--- config.mk ---
export PLATFORM = sky130hd
export DESIGN_NAME = sar_seq
export DESIGN_NICKNAME = d
export VERILOG_FILES = /design/src/rtl/sar_seq.sv
export SDC_FILE = /design/constraint.sdc
export NUM_CORES = 1
export LEC_CHECK = 0
export BUFFER_PORTS_ARGS = -buffer_cell sky130_fd_sc_hd__buf_2
export CORE_UTILIZATION = 55
export CTS_CLUSTER_SIZE = 10
export DETAILED_ROUTE_END_ITERATION = 8
export GPL_ROUTABILITY_DRIVEN = 0
export HOLD_SLACK_MARGIN = 0.08
export PLACE_DENSITY = 0.77
export SKIP_CTS_REPAIR_TIMING = 1
export SLEW_MARGIN = 5
export SYNTH_ARGS = -nofsm -noshare
export SYNTH_HDL_FRONTEND = slang
export SYNTH_SLANG_ARGS = --single-unit
--- constraint.sdc ---
create_clock -name clk -period 6.7 [get_ports clk]
set_clock_uncertainty 0.2 [all_clocks]
set_input_delay 1.675 -clock clk [delete_from_list [all_inputs] [get_ports clk]]
set_output_delay 1.675 -clock clk [all_outputs]
set_load 0.005 [all_outputs]
--- src/rtl/sar_seq.sv ---
module sar_seq #(
  parameter int W  = 12,
  parameter int CW = 8
) (
  input  logic          clk,
  input  logic          rst_n,
  input  logic          start,
  input  logic [CW-1:0] step_len,
  input  logic          cmp_high,
  output logic [W-1:0]  trial_code,
  output logic          ser_bit,
  output logic          ser_valid,
  output logic          done,
  output logic [W-1:0]  result,
  output logic          busy
);
  localparam int IW = $clog2(W);

  logic [IW-1:0] idx;
  logic [CW-1:0] cnt;
  logic [W-1:0]  settled;

  wire keep   = ~cmp_high;
  wire last   = (idx == '0);
  wire decide = busy && (cnt == step_len);
  wire [W-1:0] next_bit = (W'(1) << idx) >> 1;

  always_comb begin
    settled      = trial_code;
    settled[idx] = keep;
  end

  always_ff @(posedge clk) begin
    if (!rst_n) begin
      trial_code <= '0;
      idx        <= '0;
      cnt        <= '0;
      busy       <= 1'b0;
      ser_bit    <= 1'b0;
      ser_valid  <= 1'b0;
      done       <= 1'b0;
      result     <= '0;
    end else begin
      ser_valid <= 1'b0;
      done      <= 1'b0;
      if (!busy) begin
        if (start) begin
          trial_code <= W'(1) << (W - 1);
          idx        <= IW'(W - 1);
          cnt        <= '0;
          busy       <= 1'b1;
        end
      end else if (decide) begin
        ser_bit   <= keep;
        ser_valid <= 1'b1;
        cnt       <= '0;
        if (last) begin
          trial_code <= settled;
          result     <= settled;
          busy       <= 1'b0;
          done       <= 1'b1;
        end else begin
          trial_code <= settled | next_bit;
          idx        <= idx - 1'b1;
        end
      end else begin
        cnt <= cnt + 1'b1;
      end
    end
  end
endmodule

==> impl_metrics.ini, run 1 <==
[global_routing]
grt-ovfl-total = 0
antenna_found_initial = 0
grt_pass1_wl_mm = 8.397
track_usage = 0.2546
first_global_vias = 1728
grt_max_degree = 30

[power_and_ir_drop]
power_mw = 0.5033
power.share.combinational = 0.108
clock_power_share = 0.404
p_sw_frac = 0.2621
power_per_cell_area_nw_per_um2 = 205.5
power.internal_mw = 0.3714
p_switching_mw = 0.1319
seqPwrFrac = 0.489
p_leak_nw = 0.9451
vdd.ir_drop.worst_mv = 0.1166

[timing]
slew_viol_final = 0
fin_tns_setup_ps = 0
tightestPinTransition_ps = 1071
timing.hold.ws_ps = 281.1
fmax_mhz = 278.6
rsz0062_at_grt = no
final_hold_viol_count = 0
period_needed_ps = 3590
max_slew_margin = 0.2804
fin_ws_ps = 3110
fin_crit_sh = 0.5358
setup_viol = 0

[route]
vias = 1965
firstDrtPassIters = 4
routed_wl_mm = 4.799
wl_met3_um = 224
detail-route-antenna-nets = 0
routed_via_density = 5.712
highest_layer = met4
wl_met1_mm = 2.530
wl_per_cell_um = 13.95
wl_met2_mm = 2.026
remaining_drc_errors = 0
drtIter0Drc = 273

[cts]
insertion_delay_ps = 300
cts_buffers = 5
clock-sinks = 40
cts.htree.levels = 2
root_buffer = clkbuf_8
cts.path.max_buffers = 2
cts_tree = built
clk_pin_slew_worst_paths_ps = 80

[placed_design]
post-dp-hpwl_mm = 3.381
io_buffers = 39
pre_cts_slack_ps = 2794
dp.cells = 336
dpl-instance-area_um2 = 2333

[synthesis]
avgSynthCellArea_um2 = 8.138
netlist_area_um2 = 2165
ys_seq_area_frac = 0.3699
yosys_warnings = 0
postSynthCellCount = 266
ys_types = 45
ys_ff_latch = 40
syn_nets = 284

[worst_setup_path]
crit_type = in2reg
cp.arrival_ps = 3550
max_stage_delay_ps = 880
path_cells = buf_2 -> xor2_1 -> or3_4 -> nor4_4 -> mux2i_1 -> nor2_1
worstPathRequired_ps = 6660
endpoint_kind = flop
start_kind = input port
crit_fanout = 15
crit_slowest_cell = nor4_4

[final_layout]
utilization = 0.6589
multiInputGateArea_um2 = 1244
n_antenna_cell = 0
layout_commonest_cell = dfxtp_1
final_cell_mix = 40 x dfxtp_1, 39 x buf_2, 36 x nand2_1
regArea_um2 = 800.8
n_fill_cell = 331
layout-drive-gt1-share = 0.1993
nets = 313
final_area_um2 = 2449
finalNonFillerCells = 344
area_growth_pct = 13.12

[worst_hold_path]
hp-class = reg2reg

[flow_run]
maxCapViolCount = 0

[floorplanning]
dieArea_um2 = 4191
die_x_um = 64.74
core_area_um2 = 3716
rows = 22
io_pins = 40
initial_core_util = 0.5825
die_y_um = 64.74

[outcome]
status = finished, final reports clean
-- power by group through the flow --
stage / clock [mW] / combinational (mW) / sequential, mW
after floorplan: 0 / 0.0428 / 0.249
final: 0.203 / 0.0541 / 0.246
after detailed placement: 0 / 0.0535 / 0.251
after CTS: 0.207 / 0.0537 / 0.246
after global placement: 0 / 0.0533 / 0.252
after global routing: 0.219 / 0.0612 / 0.247
-- routing by layer --
metal / up-vias / GRT usage
li1: 1014 / -
met1: 897 / 0.3937
met2: 50 / 0.3568
met3: 4 / 0.05282
met4: 0 / 0.05000
met5: - / 0
-- final timing paths --
| check | cells past startpoint | endpoint | slack, ps | from |
|---|---|---|---|---|
| worst min register to register | 2 | trial_code[0] | 280 | trial_code[0] |
| worst max-delay path | 6 | result[2] | 3110 | step_len[5] |
| worst max register to register | 5 | result[2] | 4070 | idx[2] |
| worst min-delay path | 2 | trial_code[0] | 280 | trial_code[0] |
-- worst max-delay path, delay by kind of cell --
| kind | cells | cell delay, ps |
|---|---|---|
| simple gates | 3 | 1340 |
| xor+xnor | 1 | 150 |
| buf+inv | 1 | 100 |
| mux | 1 | 280 |
-- Yosys cell counts (all sizes together) --
cell           n  area (µm²)
a31o           1       8.760
a311oi         3       26.28
nor3           9       45.04
and4           1       8.760
nand2         36       135.1
xor2           2       17.52
nor2b          2       12.51
o21ai         22       110.1
o211ai         1       7.510
dfxtp         40       800.8
buf            4       26.27
inv            7       26.27
nand4b         1       8.760
nand3          5       25.02
ha             6       75.07
dlymetal6s2s   1       12.51
and4bb         1       12.51
nand4          1       6.260
nor4           2       27.53
nand2b         3       18.77
a211oi         4       35.03
and2           1       7.510
and3           4       26.28
o2111ai       10       87.58
nor3b          1       7.510
nor2          31       121.4
or3            1       11.26
o221ai         2       17.52
a311o          1       10.01
mux2i         13       130.1
and2b          1       7.510
a31oi         12       75.07
a21oi         14       70.07
nand3b         1       7.510
xnor2          8       70.07
a22o           1       8.760
clkbuf        13       60.05
-- final cells by class --
type | instances | area share
flip-flops and latches | 40 | 0.3270
inverters | 7 | 0.01073
clock inverters | 3 | 0.01891
multi-input cells | 201 | 0.5079
clock buffers | 5 | 0.02810
well taps | 48 | 0.02453
repair buffers | 40 | 0.08278
-- cells by family after synthesis --
family | share of synthesized area
AND/OR/NAND/NOR | 0.2260
adder cells (fa/ha/maj) | 0.03468
AO/OA/AOI/OAI | 0.2110
multiplexers | 0.06011
XOR/XNOR | 0.04047
flip-flops | 0.3699
buffers and inverters | 0.05779
-- state kept, by name, summed over array words and instances, names as in the netlist --
| register | cells |
|---|---|
| done | 1 |
| idx | 4 |
| cnt | 8 |
| trial_code | 12 |
| result | 12 |
| ser_valid | 1 |
| ser_bit | 1 |
| busy | 1 |
No activity file was read; power rests on OpenSTA's default activity.
==> inputs of run 2 (changes only) <==
ABC_AREA = 1   (was unset)
CORE_UTILIZATION = 54   (was 55)
PLACE_DENSITY = 0.76   (was 0.77)
clock period = 3.7 ns   (was 6.7 ns; I/O delays follow)
==> run 2 against run 1 <==
Combinational power is 120% higher; synthesized cell count is 13% higher; routed wire length is 5.7% lower; sequential power is 83% higher; critical path depth is 3 higher.
==> impl_metrics.ini, run 2 <==
[synthesis]
synth_edf_count = 0
postSynthCellCount = 300
yosys_warnings = 0
synth_area_leaders = dfxtp_1 39%, nand2_1 17%, nand3_1 6.6%
ys_seq_area_frac = 0.3895
netlist_area_um2 = 2056
yosys-top-cells-count = 93 x nand2_1, 40 x dfxtp_1, 32 x inv_1
avgSynthCellArea_um2 = 6.852
syn_nets = 318
ys_types = 26
ys.flop_type = dfxtp_1
ys_ff_latch = 40
yosysMostFrequentCell = nand2_1
async_reset_ff_frac = 0
synth_top_area_cell = dfxtp_1
synth_top_area_frac = 0.3895

[timing]
fin_crit_sh = 0.5802
fin_tns_setup_ps = 0
fmax_mhz = 465.8
fin_ws_ps = 1553
slew_viol_final = 0
setup_viol = 0
max_slew_margin = 0.6344
final_hold_viol_count = 0
tightestPinTransition_ps = 548.4
rsz0062_at_grt = no
period_needed_ps = 2147

[route]
routed_via_density = 5.148
firstDrtPassIters = 4
remaining_drc_errors = 0
vias = 1987
routed_wl_mm = 4.524
detail-route-antenna-nets = 0
drtIter0Drc = 194
wl_per_cell_um = 11.72

[cts]
clk_pin_slew_worst_paths_ps = 80
cts_buffers = 5
cts_tree = built
clock-sinks = 40
root_buffer = clkbuf_8
insertion_delay_ps = 290
cts.htree.levels = 2
cts.path.max_buffers = 2

[global_routing]
grt_max_degree = 30
first_global_vias = 1780
grt-ovfl-total = 0
track_usage = 0.2480
antenna_found_initial = 0
grt_pass1_wl_mm = 7.907

[outcome]
status = finished, final reports clean

[final_layout]
reg_top3 = result x12, trial_code x12, cnt x8
final_cell_mix = 93 x nand2_1, 40 x dfxtp_1, 39 x buf_2
n_antenna_cell = 0
utilization = 0.6391
area_growth_pct = 13.82
layout_commonest_cell = nand2_1
final_area_um2 = 2340
nets = 356
layout-drive-gt1-share = 0.1716

[floorplanning]
io_pins = 40
die_x_um = 63.70
initial_core_util = 0.5615
core_area_um2 = 3661
dieArea_um2 = 4058
rows = 22
die_y_um = 63.70

[worst_setup_path]
r2r.worst_path.cells = 9
crit_type = in2reg
cp.arrival_ps = 2130
start_kind = input port
crit_path_end = trial_code[11]
crit_fanout = 14
r2r-end = idx[3]
worstPathRequired_ps = 3690
endpoint_kind = flop
reg2reg_slack_ps = 1790
critPathLaunch = step_len[0]
timing.rr.start = idx[0]

[placed_design]
dpl-instance-area_um2 = 2258
post-dp-hpwl_mm = 3.335
io_buffers = 39
pre_cts_slack_ps = 1272

[flow_run]
maxCapViolCount = 0

[worst_hold_path]
hp-class = reg2reg

[power_and_ir_drop]
vdd.ir_drop.worst_mv = 0.2354
power_mw = 0.8420
p_leak_nw = 1.122
power_per_cell_area_nw_per_um2 = 359.9
==> run 2: cell type report <==
type,count,area (µm²)
clock buffers,5,68.82
clock inverters,2,12.51
fillers,338,1321
inverters,34,127.6
multi-input cells,218,1075
flip-flops and latches,40,800.8
well taps,48,60.06
repair buffers,39,195.2
==> run 2: per-stage QoR <==
step | std cells | hold slack (ps)
floorplan | 300 | 263.3
global placement | 379 | 256.8
detailed placement | 379 | 262.3
CTS | 386 | 273.6
global route | 386 | 298.5
finish | 386 | 271.5
==> run 2: worst min path at each step <==
stage | depth (start not counted) | slack (ps) | startpoint | to
6_report | 2 | 270 | result[5] | result[5]
4_1_cts | 2 | 270 | result[10] | result[10]
2_1_floorplan | 2 | 260 | result[10] | result[10]
3_5_place_dp | 2 | 260 | result[5] | result[5]
5_1_grt | 2 | 300 | trial_code[7] | trial_code[7]
3_3_place_gp | 2 | 260 | result[5] | result[5]
==> run 2: cell families (layout without fill, tap and decap cells) <==
logic type | count (synthesis) | in the layout | synth area share
AND/OR/NAND/NOR | 155 | 155 | 0.3305
buffers and inverters | 42 | 80 | 0.08764
XOR/XNOR | 6 | 6 | 0.02556
adder cells (fa/ha/maj) | 6 | 6 | 0.03652
flip-flops | 40 | 40 | 0.3895
AO/OA/AOI/OAI | 51 | 51 | 0.1303
==> run 2: report_power, final <==
part | leakage [nW] | switching, mW | internal [mW]
Combinational | 0.758 | 0.0808 | 0.0380
Sequential | 0.324 | 0.0122 | 0.439
Clock | 0.0400 | 0.145 | 0.128
Total | 1.12 | 0.238 | 0.604
==> run 2: per-layer routing <==
metal	vias up	wire length, µm	part of all wire	global-route usage
met4	0	45	0.0099	0.06818
met3	5	240	0.053	0.04891
met2	57	1966	0.43	0.3883
met5	-	0	0	0
met1	887	2271	0.50	0.3434
li1	1038	-	-	-
==> run 2: worst max-delay path, cell delays in order <==
cell	delay (ps)
buf_2	100
xnor2_1	130
nand2_1	80
nor2_1	150
nand2_2	110
nor2_4	290
inv_1	90
o21ai_0	190
nor2_1	60
==> inputs of run 3 (changes only) <==
clock period = 2.21 ns   (was 3.7 ns; I/O delays follow)
==> run 3 against run 2 <==
Clock power grew 88%; largest power group unchanged; highest routed layer unchanged; sequential power grew 67%; largest cell class unchanged; critical path type is now reg2reg; first-iteration DRC count shrank 49%; routed wire length shrank 0.99%; sequential share of layout area shrank 0.56 points; die area is the same; global-route usage shrank 0.086 points; non-clock buffer count grew 3.
==> impl_metrics.ini, run 3 (synthesized netlist as in run 2, its figures left out) <==
[final_layout]
nets = 359
n_antenna_cell = 0
layout_commonest_cell = nand2_1
utilization = 0.6497
area_growth_pct = 15.70
final_cell_mix = 93 x nand2_1, 40 x dfxtp_1, 39 x buf_2
layout-drive-gt1-share = 0.1813
finalNonFillerCells = 390
reg_top3 = result x12, trial_code x12, cnt x8

[power_and_ir_drop]
power_per_cell_area_nw_per_um2 = 616.3
vdd.ir_drop.worst_mv = 0.4707
p_leak_nw = 1.140

[timing]
setup_viol = 0
tightestPinTransition_ps = 335.3
max_slew_margin = 0.7762
fin_tns_setup_ps = 0
slew_viol_final = 0
final_hold_viol_count = 0
fmax_mhz = 548.2
fin_crit_sh = 0.8254
period_needed_ps = 1824
rsz0062_at_grt = no

[worst_setup_path]
crit_path_end = result[2]
crit_type = reg2reg
cp.arrival_ps = 1810
endpoint_kind = flop
timing.rr.start = idx[0]
worstPathRequired_ps = 2190
critPathLaunch = idx[0]
reg2reg_slack_ps = 390
r2r.worst_path.cells = 8
crit_fanout = 8
r2r-end = result[2]
start_kind = flop

[global_routing]
grt_max_degree = 19
grt-ovfl-total = 0
antenna_found_initial = 0
first_global_vias = 1805
grt_pass1_wl_mm = 7.859
track_usage = 0.2471

[floorplanning]
dieArea_um2 = 4058
io_pins = 40
initial_core_util = 0.5615
core_area_um2 = 3661
die_x_um = 63.70
die_y_um = 63.70
rows = 22

[route]
wl_per_cell_um = 11.48
drtIter0Drc = 98
routed_via_density = 5.100
firstDrtPassIters = 5
vias = 1989
remaining_drc_errors = 0
detail-route-antenna-nets = 0
routed_wl_mm = 4.479

[cts]
cts.path.max_buffers = 2
root_buffer = clkbuf_8
cts_tree = built
cts_buffers = 5
clock-sinks = 40
insertion_delay_ps = 290
clk_pin_slew_worst_paths_ps = 80
cts.htree.levels = 2

[worst_hold_path]
hp-class = reg2reg
hold_start = result[7]

[flow_run]
maxCapViolCount = 0

[placed_design]
post-dp-hpwl_mm = 3.329
io_buffers = 39
dp.cells = 382

[outcome]
status = finished, final reports clean
[run 3: cell types whose count changed in the layout (fill, tap and decap cells not counted), sizes merged]
cell and delta:
buf +3, clkbuf +1, clkinv -1, clkinvlp +1
[run 3: worst min-delay path by stage]
stage	slack (ps)	depth (start not counted)	to
floorplan	260	2	result[10]
global placement	260	2	result[5]
detailed placement	260	2	result[7]
CTS	270	2	result[7]
global route	290	2	result[3]
finish	270	2	result[7]
[run 3: critical path, cell delays in order, from the launching register on]
cell	delay, ps
dfxtp_1	390
inv_1	130
ha_1	280
nand2_2	140
nor2_2	70
nand3_2	100
clkinv_1	210
nand2_1	120
nand2_1	70
[run 3: stage by stage]
step           total power, mW  hold slack (ps)  cell area, µm²  setup slack [ps]
2_1_floorplan           0.9159            263.3            2056             546.8
3_3_place_gp            0.9675            257.5            2281             220.8
3_5_place_dp            0.9698            260.8            2281             196.9
4_1_cts                  1.476            273.3            2379             383.5
5_1_grt                  1.541            290.7            2379             222.0
6_report                 1.466            268.1            2379             385.8
[run 3: layout make-up]
type                            instances  area, µm²
Timing Repair Buffer                   42      217.7
Inverter                               34      127.6
Clock inverter                          2      15.01
Tap cell                               48      60.06
Clock buffer                            6      82.58
Sequential cell                        40      800.8
Multi-Input combinational cell        218       1075
Fill cell                             338       1282
[run 3: power breakdown]
part,internal (mW),switching (mW)
registers,0.734,0.0207
clock network,0.253,0.259
logic,0.0673,0.132
[run 3: per-layer routing]
metal / routed length, µm / share of wire / global-route usage / vias to the layer above
met2: 1941 / 0.43 / 0.3830 / 57
met1: 2231 / 0.50 / 0.3330 / 885
met3: 255 / 0.057 / 0.05797 / 5
met5: 0 / 0 / 0 / -
li1: - / - / - / 1042
met4: 50 / 0.011 / 0.08523 / 0
